--- src/rtl/sertx_pkg.sv ---
package sertx_pkg;
  localparam int DATA_W = 8;

  typedef struct packed {
    logic              nine;
    logic              b9;
    logic [DATA_W-1:0] data;
  } tx_word_t;
endpackage

--- src/rtl/sertx_baud.sv ---
module sertx_baud #(
  parameter int DIV_W    = 8,
  parameter int FAST_OVS = 16,
  parameter int SLOW_OVS = 64
) (
  input  logic             clk,
  input  logic             rst_n,
  input  logic             restart,
  input  logic             hi_speed,
  input  logic [DIV_W-1:0] divisor,
  output logic             tick
);
  localparam int SUB_W = $clog2(SLOW_OVS);
  localparam int PER_W = DIV_W + SUB_W + 1;

  logic [DIV_W-1:0] pre_q;
  logic [SUB_W-1:0] sub_q;
  logic [SUB_W-1:0] sub_last;
  logic             pre_wrap;

  assign sub_last = hi_speed ? SUB_W'(FAST_OVS - 1) : SUB_W'(SLOW_OVS - 1);
  assign pre_wrap = (pre_q == divisor);
  assign tick     = pre_wrap && (sub_q == sub_last);

  always_ff @(posedge clk) begin
    if (!rst_n || restart) begin
      pre_q <= '0;
      sub_q <= '0;
    end else if (pre_wrap) begin
      pre_q <= '0;
      sub_q <= (sub_q == sub_last) ? '0 : sub_q + SUB_W'(1);
    end else begin
      pre_q <= pre_q + DIV_W'(1);
    end
  end

  // checker: measured tick spacing against (X+1)*oversampling
  logic [PER_W-1:0] chk_cnt;
  logic             chk_ok;
  logic [DIV_W-1:0] div_q;
  logic             hs_q;
  logic [PER_W-1:0] per_exp;

  assign per_exp = ({{(PER_W-DIV_W){1'b0}}, divisor} + PER_W'(1)) *
                   (hi_speed ? PER_W'(FAST_OVS) : PER_W'(SLOW_OVS));

  always_ff @(posedge clk) begin
    div_q <= divisor;
    hs_q  <= hi_speed;
    if (!rst_n) begin
      chk_cnt <= '0;
      chk_ok  <= 1'b0;
    end else begin
      if (restart || tick) chk_cnt <= '0;
      else                 chk_cnt <= chk_cnt + PER_W'(1);
      if (restart)                                 chk_ok <= 1'b1;
      else if (divisor != div_q || hi_speed != hs_q) chk_ok <= 1'b0;
    end
  end

  // bit period
  p_bit_period_r4: assert property (@(posedge clk) disable iff (!rst_n)
    (chk_ok && tick && !restart && divisor == div_q && hi_speed == hs_q)
      |-> (chk_cnt == per_exp - PER_W'(1)));
endmodule

--- src/rtl/sertx_shift.sv ---
module sertx_shift
  import sertx_pkg::*;
#(
  parameter int FRAME_W = DATA_W + 3
) (
  input  logic     clk,
  input  logic     rst_n,
  input  logic     clr,
  input  logic     load,
  input  tx_word_t word,
  input  logic     bit_tick,
  output logic     can_load,
  output logic     busy,
  output logic     line
);
  localparam int CNT_W = $clog2(FRAME_W);

  logic [FRAME_W-1:0] sh_q;
  logic [CNT_W-1:0]   cnt_q;
  logic               busy_q;
  logic               last_bit;
  logic [FRAME_W-1:0] frame;

  assign last_bit = busy_q && bit_tick && (cnt_q == '0);
  assign can_load = !busy_q || last_bit;
  assign frame    = {1'b1, (word.nine ? word.b9 : 1'b1), word.data, 1'b0};

  always_ff @(posedge clk) begin
    if (!rst_n || clr) begin
      sh_q   <= '1;
      cnt_q  <= '0;
      busy_q <= 1'b0;
    end else if (load) begin
      sh_q   <= frame;
      cnt_q  <= word.nine ? CNT_W'(FRAME_W - 1) : CNT_W'(FRAME_W - 2);
      busy_q <= 1'b1;
    end else if (busy_q && bit_tick) begin
      if (cnt_q == '0) begin
        busy_q <= 1'b0;
      end else begin
        sh_q  <= {1'b1, sh_q[FRAME_W-1:1]};
        cnt_q <= cnt_q - CNT_W'(1);
      end
    end
  end

  assign busy = busy_q;
  assign line = busy_q ? sh_q[0] : 1'b1;

  p_load_when_free_r10: assert property (@(posedge clk) disable iff (!rst_n)
    load |-> can_load);
  p_start_low_r6: assert property (@(posedge clk) disable iff (!rst_n)
    (load && !clr) |=> !line);
  p_stop_high_r6: assert property (@(posedge clk) disable iff (!rst_n)
    last_bit |-> line);
  p_count_bound_r7: assert property (@(posedge clk) disable iff (!rst_n)
    cnt_q < CNT_W'(FRAME_W));
endmodule

--- src/rtl/sertx_top.sv ---
module sertx_top
  import sertx_pkg::*;
#(
  parameter int DIV_W    = 8,
  parameter int FAST_OVS = 16,
  parameter int SLOW_OVS = 64
) (
  input  logic              clk,
  input  logic              rst_n,
  input  logic              port_en,
  input  logic              tx_en,
  input  logic              hi_speed,
  input  logic [DIV_W-1:0]  divisor,
  input  logic              nine_bit_en,
  input  logic              bit9_val,
  input  logic              s_valid,
  input  logic [DATA_W-1:0] s_data,
  output logic              txbuf_ready,
  output logic              shift_empty,
  output logic              tx_line
);
  logic     en;
  logic     buf_full_q;
  tx_word_t buf_q;
  logic     accept;
  logic     load;
  logic     can_load;
  logic     busy;
  logic     bit_tick;

  assign en          = port_en && tx_en;
  assign txbuf_ready = en && !buf_full_q;
  assign accept      = s_valid && txbuf_ready;
  assign load        = en && buf_full_q && can_load;

  always_ff @(posedge clk) begin
    if (!rst_n || !en) begin
      buf_full_q <= 1'b0;
      buf_q      <= '0;
    end else if (accept) begin
      buf_full_q <= 1'b1;
      buf_q      <= '{nine: nine_bit_en, b9: bit9_val, data: s_data};
    end else if (load) begin
      buf_full_q <= 1'b0;
    end
  end

  sertx_baud #(
    .DIV_W    (DIV_W),
    .FAST_OVS (FAST_OVS),
    .SLOW_OVS (SLOW_OVS)
  ) u_baud (
    .clk      (clk),
    .rst_n    (rst_n),
    .restart  (load),
    .hi_speed (hi_speed),
    .divisor  (divisor),
    .tick     (bit_tick)
  );

  sertx_shift u_shift (
    .clk      (clk),
    .rst_n    (rst_n),
    .clr      (!en),
    .load     (load),
    .word     (buf_q),
    .bit_tick (bit_tick),
    .can_load (can_load),
    .busy     (busy),
    .line     (tx_line)
  );

  assign shift_empty = !busy;

  p_accept_clears_r8: assert property (@(posedge clk) disable iff (!rst_n)
    accept |=> !txbuf_ready);
  p_load_refills_r8: assert property (@(posedge clk) disable iff (!rst_n)
    load |=> (txbuf_ready || !(port_en && tx_en)));
  p_off_quiet_r2: assert property (@(posedge clk) disable iff (!rst_n)
    !en |=> (shift_empty && tx_line));
  p_idle_high_r9: assert property (@(posedge clk) disable iff (!rst_n)
    shift_empty |-> tx_line);
endmodule

--- config.mk ---
export PLATFORM = sky130hd
export DESIGN_NAME = sertx_top
export DESIGN_NICKNAME = d
export VERILOG_FILES = /design/src/rtl/sertx_pkg.sv /design/src/rtl/sertx_baud.sv /design/src/rtl/sertx_shift.sv /design/src/rtl/sertx_top.sv
export SDC_FILE = /design/constraint.sdc
export NUM_CORES = 1
export LEC_CHECK = 0
export CAP_MARGIN = 20
export CORE_AREA = 4 4 57 80
export DETAILED_ROUTE_END_ITERATION = 16
export DIE_AREA = 0 0 61 84
export DONT_BUFFER_PORTS = 1
export PLACE_DENSITY = 0.73
export SLEW_MARGIN = 40
export SYNTH_ARGS = -nofsm -noshare
export SYNTH_HDL_FRONTEND = slang
export SYNTH_SLANG_ARGS = --single-unit
--- constraint.sdc ---
create_clock -name clk -period 4.8 [get_ports clk]
set_clock_uncertainty 0.05 [all_clocks]
set_input_delay 0.24 -clock clk [delete_from_list [all_inputs] [get_ports clk]]
set_output_delay 0.24 -clock clk [all_outputs]
set_load 0.01 [all_outputs]
==> flow_metrics.py, run 1 <==
metrics = {
    "clocking": {
        "cts.clk_slew.worst_paths_ns": 0.08,
        "cts_made_buffers": 5,
        "hold_buffers": 0,
        "ctsLongestPathBuffers": 2,
        "clock_latency_ns": 0.29,
        "h-tree-depth": 2,
        "post_cts_resized": 0,
        "cts_tree": "yes",
        "cts-root-buf": "clkbuf_8",
        "postCtsSetupBuffers": 0,
        "cts_sinks": 40,
    },
    "logic_synthesis": {
        "syn_nets": 253,
        "yosysUniqueCellTypes": 42,
        "syn_avg_cell_area_um2": 8.35,
        "netlist_area_um2": 1890,
        "synth_largest_area_cell": "dfxtp_1",
        "synth-async-reset-ratio_pct": 0,
        "netlist.area_leader.share_pct": 42.4,
        "netlist_instances": 226,
        "synth-seq-cells": 40,
        "yosys_warnings": 0,
        "yosysSeqAreaShare_pct": 42.4,
        "synth-main-ff-cell": "dfxtp_1",
        "synth_edf_count": 0,
        "synthTopCellsByArea": "dfxtp_1 (42%), a21oi_1 (6.6%), xnor2_1 (6.0%)",
    },
    "sta": {
        "fin_setup_tns_ns": 0,
        "hold_viol_final": 0,
        "slew_headroom_pct": 57.6,
        "grt_setup_unrepaired": "false",
        "period_needed_ns": 2.13,
        "max_freq_mhz": 469,
        "setup_viol": 0,
        "tightest_slew_ns": 0.632,
        "hold_ws_ns": 0.0334,
        "slew_violations": 0,
        "fin_crit_sh_pct": 44.4,
    },
    "worst_setup_path": {
        "endpoint_kind": "register",
        "crit_chain": "ha_1, nand3_1, o21bai_1, or4_4, or3_1, a31oi_1",
        "slowest_stage": "or4_4",
        "cp_num_buf_inv": 0,
        "cp.required_ns": 4.96,
        "critPathMaxStageDelay_ns": 0.55,
        "setup.worst_path.start_class": "register",
        "arrival_ns": 2.29,
        "worst-setup-path-type": "reg2reg",
        "cpLargestDelayFamily": "simple AND/OR/NAND/NOR gates",
        "path_max_fanout": 7,
    },
    "finish": {
        "final_common_cell": "dfxtp_1",
        "syn2layout_area_growth_pct": 6.69,
        "nets": 252,
        "final_layout_size_suffix_gt1_share_pct": 7.56,
        "final_util_pct": 52.3,
        "antenna_cells": 0,
        "mostFrequentLayoutCells": "dfxtp_1 (40), nand2_1 (28), a21oi_1 (25)",
        "design_area_um2": 2010,
        "final_cells": 268,
    },
    "grt": {
        "grt_max_degree": 25,
        "overflow": 0,
        "grt_pass1_vias": 1393,
        "grt_pass1_wl_mm": 6.10,
        "antenna_found_initial": 0,
        "grt_usage_pct": 15.3,
    },
    "flow_run": {
        "drv_cap": 0,
    },
    "floorplanning": {
        "io_pins": 27,
        "core_area_um2": 3850,
        "dieArea_um2": 5120,
        "start_util_pct": 49.0,
        "row_count": 27,
        "die_w_um": 61,
        "die_h_um": 84,
    },
    "drt": {
        "detail_route.drc_violations": 0,
        "wl_per_cell_um": 13.3,
        "drtIter0Drc": 36,
        "drt-total-wl_mm": 3.55,
        "ant_nets": 0,
        "via_count": 1495,
        "drt_pre_antenna_iters": 4,
        "via_per_inst": 5.58,
    },
    "power_and_ir_drop": {
        "power_density_nw_per_um2": 299,
        "p_leak_nw": 0.740,
        "vdd_drop_max_mv": 0.232,
    },
    "place": {
        "placedCellCount": 261,
        "place.gp.congestion": 0.763,
        "port_buffers": 0,
        "dp_hpwl_mm": 2.58,
        "place_area_um2": 1920,
    },
    "min_path": {
        "holdCritPathClass": "in2reg",
    },
    "outcome": {
        "status": "finished clean",
    },
}
==> registers in the layout, summed over array words and instances (netlist names) <==
name and flops:
buf_full_q 1, buf_q 10, u_baud.pre_q 8, u_baud.sub_q 6, u_shift.busy 1, u_shift.cnt_q 4, u_shift.sh_q 10
==> cells by family (layout without fill, tap and decap cells) <==
group	count (synthesis)	count (layout)	synth area share, %
and+or+nand+nor	91	91	25.8
xor gates and xnor gates	16	16	7.42
AOI/OAI and AO/OA	52	52	16.8
adders and majority gates	3	3	1.99
DFF	40	40	42.4
muxes	2	2	1.06
buffers and inverters	22	21	4.51
==> cells in the mapped netlist (all sizes together), types with 3 or more instances <==
master / instances
xor2: 3
a211oi: 3
and3: 5
xnor2: 13
and2: 3
or4: 3
ha: 3
nand3: 16
o21ai: 7
dfxtp: 40
clkbuf: 8
nor4: 3
a21oi: 25
nor2: 18
o211ai: 9
nand2: 28
inv: 13
==> per-layer routing <==
metal  track usage [%]  vias up  share of wire (%)
li1                  -      782                  -
met1              20.0      676                 47
met2              22.6       29                 46
met3              4.33        8                4.6
met4              7.50        0                2.2
met5                 0        -                  0
==> stage by stage <==
| stage | worst slack [ns] | power, W |
|---|---|---|
| finish | 2.67 | 0.000603 |
| global route | 2.51 | 0.000626 |
| CTS | 2.67 | 0.000608 |
| detailed placement | 2.68 | 0.000374 |
| global placement | 2.69 | 0.000373 |
| floorplan | 2.85 | 0.000370 |
==> area by class of cell <==
class	instances	area [um2]
fill	382	1840
multi-input combinational	164	1010
sequential	40	801
clock buffer	7	96.3
tap	43	53.8
inverter	13	48.8
timing repair buffer	1	7.51
==> report_power, final <==
group | switching, W | leakage (nW) | internal (W)
combinational | 0.0000172 | 0.366 | 0.0000104
clock | 0.000109 | 0.0503 | 0.000128
sequential | 0.00000358 | 0.323 | 0.000335
==> path summary, 6_finish.rpt <==
kind	start	endpoint	slack [ns]	depth (start not counted)
min reg2reg	buf_q[5]	buf_q[5]	0.41	2
max	u_baud.sub_q[0]	u_shift.cnt_q[3]	2.67	6
min	nine_bit_en	buf_q[9]	0.03	2
max reg2reg	u_baud.sub_q[0]	u_shift.cnt_q[3]	2.67	6
Note: power is estimated with default switching activity, not from simulation.
==> run 2: changes to the inputs <==
--- a/config.mk
+++ b/config.mk
@@ -5,12 +5,13 @@
 export SDC_FILE = /design/constraint.sdc
 export NUM_CORES = 1
 export LEC_CHECK = 0
+export ABC_AREA = 1
 export CAP_MARGIN = 20
-export CORE_AREA = 4 4 57 80
+export CORE_AREA = 4 4 59 83
 export DETAILED_ROUTE_END_ITERATION = 16
-export DIE_AREA = 0 0 61 84
+export DIE_AREA = 0 0 63 87
 export DONT_BUFFER_PORTS = 1
-export PLACE_DENSITY = 0.73
+export PLACE_DENSITY = 0.72
 export SLEW_MARGIN = 40
 export SYNTH_ARGS = -nofsm -noshare
 export SYNTH_HDL_FRONTEND = slang
==> constraint.sdc (replaced) <==
create_clock -name clk -period 2.05 [get_ports clk]
set_clock_uncertainty 0.05 [all_clocks]
set_input_delay 0.1025 -clock clk [delete_from_list [all_inputs] [get_ports clk]]
set_output_delay 0.1025 -clock clk [all_outputs]
set_load 0.01 [all_outputs]
==> flow_metrics.py, run 2 <==
metrics = {
    "grt": {
        "use_met1_pct": 17.8,
        "grt_usage_pct": 17.2,
        "overflow": 0,
        "grt_max_degree": 22,
        "antenna_found_initial": 0,
        "grt.busiest_layer": "met2",
        "grt_pass1_wl_mm": 7.65,
        "met3_usage_pct": 3.88,
        "use_met2_pct": 33.4,
        "grt_pass1_vias": 1827,
    },
    "sta": {
        "setup_viol": 0,
        "slew_violations": 0,
        "fin_crit_sh_pct": 89.1,
        "slew_headroom_pct": 69.6,
        "hold_viol_final": 0,
        "grt_setup_unrepaired": "false",
        "tightest_slew_ns": 0.452,
        "period_needed_ns": 1.83,
        "fin_setup_tns_ns": 0,
        "max_freq_mhz": 548,
    },
    "logic_synthesis": {
        "synth_fa_ha_area_share_pct": 1.86,
        "netlist_area_um2": 2020,
        "synth_top_family_by_area": "simple AND/OR/NAND/NOR gates",
        "syn_nets": 310,
        "yosys_warnings": 0,
        "netlist.area_leader.share_pct": 39.7,
        "syn_avg_cell_area_um2": 7.12,
        "synth_compound_area_share_pct": 9.56,
        "synth-main-ff-cell": "dfxtp_1",
        "synth-seq-cells": 40,
        "synth-async-reset-ratio_pct": 0,
        "netlist_instances": 283,
        "synth_simple_gate_area_share_pct": 36.8,
        "muxShareOfSynthArea_pct": 0,
        "synthTopCellsByCount": "nand2_1 (74), nand3_1 (41), dfxtp_1 (40)",
        "yosysMostFrequentCell": "nand2_1",
        "synth-xor-area-share_pct": 2.61,
        "synthTopCellsByArea": "dfxtp_1 (40%), nand2_1 (14%), nand3_1 (10%)",
        "synth_largest_area_cell": "dfxtp_1",
        "synth_edf_count": 0,
        "yosysUniqueCellTypes": 31,
        "yosysSeqAreaShare_pct": 39.7,
    },
    "worst_setup_path": {
        "setup.worst_path.start_class": "register",
        "reg2reg_depth": 12,
        "endpoint_kind": "register",
        "worst-setup-path-type": "reg2reg",
        "r2r_slack_ns": 0.22,
        "crit_end": "u_shift.sh_q[3]",
        "cp.required_ns": 2.17,
        "arrival_ns": 1.95,
        "crit_start": "u_baud.pre_q[5]",
        "r2r_start": "u_baud.pre_q[5]",
        "path_max_fanout": 21,
        "r2r-end": "u_shift.sh_q[3]",
    },
    "place": {
        "place.gp.congestion": 0.751,
        "place_area_um2": 2070,
        "port_buffers": 0,
        "dp_hpwl_mm": 2.89,
        "placedCellCount": 323,
    },
    "finish": {
        "final_util_pct": 56.7,
        "final_layout_size_suffix_gt1_share_pct": 11.8,
        "antenna_cells": 0,
        "design_area_um2": 2360,
        "syn2layout_area_growth_pct": 17.3,
        "final_cells": 351,
        "mostFrequentLayoutCells": "nand2_1 (74), nand3_1 (41), dfxtp_1 (40)",
        "nets": 333,
        "top_regs": "buf_q x10, u_shift.sh_q x10, u_baud.pre_q x8",
        "final_common_cell": "nand2_1",
    },
    "clocking": {
        "h-tree-depth": 2,
        "cts.clk_slew.worst_paths_ns": 0.08,
        "cts_sinks": 40,
        "clock_latency_ns": 0.29,
        "postCtsSetupBuffers": 0,
        "cts_tree": "yes",
        "cts-root-buf": "clkbuf_8",
        "ctsLongestPathBuffers": 2,
        "cts_made_buffers": 5,
    },
    "power_and_ir_drop": {
        "power_density_nw_per_um2": 582,
        "vdd_drop_max_mv": 0.430,
        "p_total_w": 0.00138,
        "p_leak_nw": 0.982,
    },
    "drt": {
        "detail_route.drc_violations": 0,
        "drt_pre_antenna_iters": 4,
        "via_count": 1815,
        "drt-total-wl_mm": 4.10,
        "wl_per_cell_um": 11.7,
        "drtIter0Drc": 49,
        "via_per_inst": 5.17,
        "ant_nets": 0,
    },
    "flow_run": {
        "drv_cap": 0,
    },
    "floorplanning": {
        "dieArea_um2": 5480,
        "die_w_um": 63,
        "die_h_um": 87,
        "start_util_pct": 48.3,
        "io_pins": 27,
        "row_count": 28,
        "core_area_um2": 4170,
    },
    "outcome": {
        "status": "finished clean",
    },
    "min_path": {
        "holdCritPathClass": "in2reg",
    },
}
-- run 2: cell count changes in the layout (fill, tap and decap cells not counted), sizes merged, moves of 5 or more --
cell | previous run | this run
nor2 | 18 | 23
dlygate4sd3 | 0 | 21
xnor2 | 13 | 3
inv | 13 | 36
nand2 | 28 | 80
a21oi | 25 | 20
nand3 | 16 | 42
and3 | 5 | 0
o211ai | 9 | 0
-- run 2: report_power, final --
part           switching [W]  total (W)  internal [W]
registers         0.00000693   0.000791      0.000784
logic              0.0000477  0.0000906     0.0000429
clock network       0.000265   0.000496      0.000230
total               0.000320    0.00138       0.00106
-- run 2: cells by family after synthesis --
family | count (synthesis)
buf+inv | 46
flops | 40
xor+xnor | 6
compound gates | 32
simple gates | 156
fa+ha+maj | 3
-- run 2: worst min path at each step --
stage	to	startpoint	depth (start not counted)
2_1_floorplan	buf_q[8]	bit9_val	2
3_3_place_gp	buf_q[1]	s_data[1]	2
3_5_place_dp	buf_q[1]	s_data[1]	2
4_1_cts	u_baud.sub_q[4]	hi_speed	3
5_1_grt	u_baud.sub_q[4]	hi_speed	3
6_report	u_baud.sub_q[4]	hi_speed	3
-- run 2: area by class of cell --
cell class | instances | area [um2]
clock buffers | 5 | 68.8
clock inverters | 2 | 12.5
fillers | 383 | 1800
inverters | 36 | 135
multi-input cells | 197 | 1030
flip-flops and latches | 40 | 801
well taps | 45 | 56.3
repair buffers | 26 | 260
-- run 2: worst max-delay path, cell delays in order, from the launching register on --
cell	delay, ns
dfxtp_1	0.39
inv_2	0.05
nand2_1	0.05
nand2_1	0.05
nor2_1	0.13
nand2_2	0.12
nor2_8	0.19
nand3_2	0.10
nand2_4	0.11
nand2_4	0.09
buf_12	0.17
o21ai_2	0.12
nand3_1	0.08
-- run 2: stage by stage --
stage	setup WS [ns]	hold WS [ns]
after global routing	0.0284	0.0624
after detailed placement	0.103	0.224
final	0.224	0.0587
after floorplan	0.304	0.217
after global placement	0.214	0.222
after CTS	0.101	0.0219
-- run 2: repair_timing --
item,in CTS,in global routing
hold buffers,21,0
hold endpoints to repair,16,0
gates resized for setup,0,1
endpoints found under the setup margin,0,22
-- run 2: routing by layer --
| layer | share of wire (%) | up-vias |
|---|---|---|
| met2 | 53 | 39 |
| met5 | 0 | - |
| met1 | 41 | 819 |
| met3 | 4.6 | 7 |
| met4 | 1.4 | 0 |
| li1 | - | 950 |
